$ cat config.mk
export PLATFORM = sky130hd
export DESIGN_NAME = cpu_space_decoder
export DESIGN_NICKNAME = d
export VERILOG_FILES = /design/src/rtl/cpu_space_pkg.sv /design/src/rtl/cs_space_qual.sv /design/src/rtl/cs_type_decode.sv /design/src/rtl/cpu_space_decoder.sv
export SDC_FILE = /design/constraint.sdc
export NUM_CORES = 1
export LEC_CHECK = 0
export ABC_AREA = 1
export BUFFER_PORTS_ARGS = -buffer_cell sky130_fd_sc_hd__buf_2
export CORE_AREA = 3 3 40 42
export CTS_BUF_LIST = sky130_fd_sc_hd__clkbuf_2
export DETAILED_ROUTE_END_ITERATION = 7
export DIE_AREA = 0 0 43 45
export PLACE_DENSITY_LB_ADDON = 0.2
export SYNTH_ARGS = -nofsm -noshare
export SYNTH_HDL_FRONTEND = slang
export SYNTH_HIERARCHICAL = 1
export SYNTH_SLANG_ARGS = --single-unit
$ cat constraint.sdc
create_clock -name clk -period 1.7 [get_ports clk]
set_clock_uncertainty 0.05 [all_clocks]
set_input_delay 0.255 -clock clk [delete_from_list [all_inputs] [get_ports clk]]
set_output_delay 0.255 -clock clk [all_outputs]
set_load 0.02 [all_outputs]
$ cat src/rtl/cpu_space_pkg.sv
package cpu_space_pkg;

    localparam int FC_W      = 3;
    localparam int TYPE_W    = 4;
    localparam int ID_W      = 3;
    localparam int LVL_W     = 3;

    // Bit positions of the fields inside a CPU-space address
    localparam int TYPE_LSB  = 16;
    localparam int ID_LSB    = 13;
    localparam int LVL_LSB   = 1;

    localparam logic [FC_W-1:0]   FC_CPU_SPACE = '1;
    localparam logic [TYPE_W-1:0] TYPE_BKPT    = 4'h0;
    localparam logic [TYPE_W-1:0] TYPE_COPRO   = 4'h2;
    localparam logic [TYPE_W-1:0] TYPE_IACK    = 4'hF;

    typedef enum logic [1:0] {
        KIND_NONE,
        KIND_COPRO,
        KIND_IACK,
        KIND_BKPT
    } cyc_kind_e;

    typedef struct packed {
        logic             fpu_cs_n;
        logic             iack_n;
        logic [LVL_W-1:0] level;
        logic             bkpt;
    } strobe_s;

    localparam strobe_s STROBE_IDLE = '{fpu_cs_n: 1'b1, iack_n: 1'b1,
                                        level: '0, bkpt: 1'b0};

endpackage

$ cat src/rtl/cs_space_qual.sv
module cs_space_qual
    import cpu_space_pkg::*;
(
    input  logic [FC_W-1:0] fc,
    input  logic            as_n,
    output logic            in_cpu_space
);
    // A qualifying cycle needs an asserted strobe and the all-ones function code
    always_comb begin
        in_cpu_space = !as_n && (fc == FC_CPU_SPACE);
    end
endmodule

$ cat src/rtl/cs_type_decode.sv
module cs_type_decode
    import cpu_space_pkg::*;
#(
    parameter logic [ID_W-1:0] COPRO_ID = 3'b001
) (
    input  logic [TYPE_W-1:0] type_field,
    input  logic [ID_W-1:0]   id_field,
    input  logic [LVL_W-1:0]  lvl_field,
    input  logic              rw,
    output cyc_kind_e         kind,
    output logic [LVL_W-1:0]  level
);
    always_comb begin
        kind  = KIND_NONE;
        level = '0;
        unique case (type_field)
            TYPE_COPRO: begin
                if (id_field == COPRO_ID) kind = KIND_COPRO;
            end
            TYPE_IACK: begin
                if (rw) begin
                    kind  = KIND_IACK;
                    level = lvl_field;
                end
            end
            TYPE_BKPT: begin
                if (rw) kind = KIND_BKPT;
            end
            default: kind = KIND_NONE;
        endcase
    end
endmodule

$ cat src/rtl/cpu_space_decoder.sv
module cpu_space_decoder
    import cpu_space_pkg::*;
#(
    parameter int               ADDR_W   = 32,
    parameter logic [ID_W-1:0]  COPRO_ID = 3'b001
) (
    input  logic              clk,
    input  logic              rst_n,
    input  logic [FC_W-1:0]   fc,
    input  logic [ADDR_W-1:0] addr,
    input  logic              as_n,
    input  logic              rw,
    output logic              fpu_cs_n,
    output logic              iack_n,
    output logic [LVL_W-1:0]  iack_level,
    output logic              bkpt_ack
);
    localparam int TYPE_MSB = TYPE_LSB + TYPE_W - 1;
    localparam int ID_MSB   = ID_LSB + ID_W - 1;
    localparam int LVL_MSB  = LVL_LSB + LVL_W - 1;

    logic         in_space;
    cyc_kind_e    kind;
    logic [LVL_W-1:0] dec_level;
    strobe_s      strb_d, strb_q;

    // Address bits that carry no meaning in a CPU-space cycle
    logic unused_addr;
    assign unused_addr = ^{addr[ADDR_W-1:TYPE_MSB+1], addr[ID_LSB-1:LVL_MSB+1],
                           addr[LVL_LSB-1:0]};

    cs_space_qual u_qual (
        .fc           (fc),
        .as_n         (as_n),
        .in_cpu_space (in_space)
    );

    cs_type_decode #(.COPRO_ID(COPRO_ID)) u_decode (
        .type_field (addr[TYPE_MSB:TYPE_LSB]),
        .id_field   (addr[ID_MSB:ID_LSB]),
        .lvl_field  (addr[LVL_MSB:LVL_LSB]),
        .rw         (rw),
        .kind       (kind),
        .level      (dec_level)
    );

    always_comb begin
        strb_d = STROBE_IDLE;
        if (in_space) begin
            case (kind)
                KIND_COPRO: strb_d.fpu_cs_n = 1'b0;
                KIND_IACK: begin
                    strb_d.iack_n = 1'b0;
                    strb_d.level  = dec_level;
                end
                KIND_BKPT:  strb_d.bkpt = 1'b1;
                default:    strb_d = STROBE_IDLE;
            endcase
        end
    end

    always_ff @(posedge clk or negedge rst_n) begin
        if (!rst_n) strb_q <= STROBE_IDLE;
        else        strb_q <= strb_d;
    end

    assign fpu_cs_n   = strb_q.fpu_cs_n;
    assign iack_n     = strb_q.iack_n;
    assign iack_level = strb_q.level;
    assign bkpt_ack   = strb_q.bkpt;

endmodule

Word level (Yosys, flattened, before mapping) --
Index checks and enable logic that the tools add are counted.
Word-level totals: bits in registers 6, word-level logic and storage cells 24, output and inout port bits 6, input bits 39
Cells by class: eq/ne operators 7, muxes and demuxes 10, reductions and logical operators 3
Operator list (number):
- $mux 3 | 2
- $mux 6 | 1
- $pmux 2 s3 | 1
- $eq 2x2->1 const B | 2
- $eq 4x2->1 const B | 1
- $eq 4x4->1 const B | 1
- $logic_not 4->1 | 1
- $mux 2 | 2
- $mux 4 | 1
- $eq 3x1->1 const B | 1
- $eq 3x3->1 const B | 1
- $mux 1 | 3
- $eq 2x1->1 const B | 1
- $logic_and 1x1->1 | 1
- $logic_not 1->1 | 1

Depth between registers and ports, before layout --
word-level depth 6, mapped depth 8, mapped depth without buffers 8

By module --
The synthesis kept the hierarchy.
Modules (own cells, without submodules):
- cpu_space_decoder | seq. area each 152.6 sq um, area each 205.2 sq um, times used 1, cells each 18
- cs_type_decode | seq. area each 0.0 sq um, area each 97.6 sq um, times used 1, cells each 24
- cs_space_qual | seq. area each 0.0 sq um, area each 17.5 sq um, times used 1, cells each 4

Worst setup path before layout --
No wires, ideal clock.
path kind in2reg, start point in addr[18], end point reg strb_q, in the netlist iack_level[0], path buffers 0, library setup time 0.116 ns, path slack 0.833 ns, data required time 1.534 ns, arrival time 0.701 ns, cell stages on the path 8, cell sequence inv_1 nand2_1 nor2_1 nand2_1 nand2_1 inv_1 nand3_2 nor2_1
RTL lines:
- start, declared | RTL line cpu_space_decoder.sv:10 | input logic [ADDR_W-1:0] addr,
- end signal, assigned | RTL line cpu_space_decoder.sv:64 | else strb_q <= strb_d;
- end, declared | RTL line cpu_space_decoder.sv:25 | strobe_s strb_d, strb_q;

Worst setup path after layout --
start point reg strb_q, in the netlist iack_n, end point out iack_n
RTL lines:
- end, declared | RTL line cpu_space_decoder.sv:14 | output logic iack_n,
No word-level cell between the ends.

==> impl_metrics.tcl <==
set metrics [dict create \
    wl_per_cell_microns 6.56 \
    vias 337 \
    cts_root_buf "clkbuf_2" \
    dr.pass1.iters 4 \
    port_buffers 22 \
    grt_pass1_vias 278 \
    crit_chain "buf_2" \
    min_from "addr[1]" \
    antenna_found_initial 0 \
    cts_tree "done" \
    clk_pin_slew_worst_paths_ps 60 \
    gr-total-overflow 0 \
    synth-xor-area-share 0 \
    crit_buf_inv 1 \
    grt_pass1_wl_microns 986 \
    end_kind "output pin" \
    ant_nets 0 \
    start_util 0.249 \
    whs_ps 256 \
    yosys.area_share.adder 0 \
    clock-sinks 6 \
    crit_type "reg2out" \
    drt_iter0_markers 2 \
    nets 113 \
    synth-simple-area-share 0.371 \
    seq_area_frac_synth 0.477 \
    ys_seq_elements 6 \
    worstMarginPinSlew_ps 138 \
    setup_viol_count_final 0 \
    max_freq_mhz 848 \
    route.detailed.drc 0 \
    syn_inst 46 \
    start_kind "flip-flop" \
    drv_slew 0 \
    tns_ps 0 \
    viasPerCell 3.83 \
    relSlewSlack 0.908 \
    num_io_pins 45 \
    track_usage 0.0755 \
    fp.dieH_microns 45 \
    layout_min_cycle_time_ps 1180 \
    cts_buffers 3 \
    synth_compound_gate_area_share 0 \
    nFillCells 144 \
    crit_slowest_cell "dfstp_2" \
    worstHoldPathCells 5 \
    mostFrequentLayoutCell "buf_2" \
    yosys_warnings 6 \
    synth_nets 85 \
    synth_top_family_by_area "simple AND/OR/NAND/NOR gates" \
    status "finished, final reports clean" \
    rows 13 \
    synth_mux_area_frac 0 \
    grt_max_degree 7 \
    crit_family "flip-flops" \
    syn_area_sq_um 320 \
    holdPathEnd "iack_level[0]" \
    finalCritPeriodShare 0.694 \
    postCtsSetupBuffers 0 \
    final_cell_mix "buf_2 (22), inv_1 (13), nand2_1 (11), nor2_1 (10)" \
    coreArea_sq_mm 0.00128 \
    seqCellArea_sq_um 153 \
    routed_wl_microns 577 \
    drv_cap 0 \
    crit_arrival_ps 870 \
    area_growth_pct 49.6 \
    die_w_microns 43 \
    syn_area_per_cell_sq_um 6.96 \
    rsz0062_at_grt "false" \
    routabilityCongestion 0.610 \
    drive_above_1_share 0.438 \
    hp-class "in2reg" \
    critPathMaxStageDelay_ps 510 \
    cts_buffer_depth 2 \
    antenna_cells 0 \
    multi_input_area_sq_um 119 \
    hold_viol 0 \
    synthDistinctLibCells 10 \
    die_area_sq_mm 0.00194 \
    h-tree-depth 1 \
    cp_data_required_time_ps 1390 \
    p_leak_nw 0.281 \
    power.density_mw_per_mm2 617 \
    cp_max_fo 1 \
    ir_worst_vdd_uv 144 \
    place_hpwl_microns 524 \
]
==> routing by layer <==
metal  global-route usage  wire [microns]  vias to the layer above  share of wire
met2                0.111             271                       18           0.47
met4                0.108              17                        0          0.029
met1               0.0665             204                      135           0.35
met5                    0               0                        -              0
met3               0.0319              83                        2           0.14
li1                     -               -                      182              -
==> repair_timing <==
action | 4_1_cts | 5_1_grt
hold buffers | 1 | 0
gates resized for setup | 0 | 0
hold endpoints to repair | 6 | 0
==> cells by family after synthesis <==
logic type,count (synthesis)
DFF,6
and+or+nand+nor,27
buffers and inverters,13
==> stage by stage <==
stage	area (sq um)	total power, mW	utilization	cells	worst slack, ps
6_report	479	0.296	0.373	88	520
5_1_grt	479	0.317	0.373	88	474
2_1_floorplan	320	0.160	-	46	833
4_1_cts	479	0.305	0.373	88	495
3_5_place_dp	449	0.183	0.350	83	644
3_3_place_gp	449	0.182	0.350	83	644
==> cells in the mapped netlist <==
master   number  area (sq um)
dfrtp_1       4           100
nor2_2        2          12.5
dfstp_2       2          52.6
nand3_1       1          5.00
inv_1        13          48.8
nor2_1       10          37.5
nand3_2       1          10.0
nand2_1      11          41.3
nand2_2       1          6.26
nand4_1       1          6.26
==> registers in the layout, indices dropped and copies added, names as in the netlist <==
| signal | cells |
|---|---|
| fpu_cs_n | 1 |
| iack_n | 1 |
| bkpt_ack | 1 |
| iack_level | 3 |
==> how the worst max path moves through the flow <==
stage / startpoint / endpoint / slack, ps / cells after the start
final: iack_n / iack_n / 520 / 1
after global routing: iack_n / iack_n / 470 / 1
after CTS: fpu_cs_n / fpu_cs_n / 490 / 1
after detailed placement: addr[16] / iack_level[1] / 640 / 7
after global placement: addr[16] / iack_level[0] / 640 / 7
after floorplan: addr[18] / iack_level[0] / 830 / 8
==> final cells by class <==
type / instances / share of cell area
inverter: 13 / 0.102
sequential: 6 / 0.319
timing repair buffer: 23 / 0.251
multi-input combinational: 27 / 0.248
tap: 15 / 0.0392
clock buffer: 4 / 0.0418
==> power breakdown <==
part | switching [mW] | leakage [nW] | total [mW] | internal, mW
logic | 0.0183 | 0.188 | 0.0382 | 0.0198
clock network | 0.0520 | 0.0166 | 0.114 | 0.0623
registers | 0.0000254 | 0.0770 | 0.143 | 0.143
total | 0.0704 | 0.281 | 0.296 | 0.225
(Power assumes the default switching activity.)
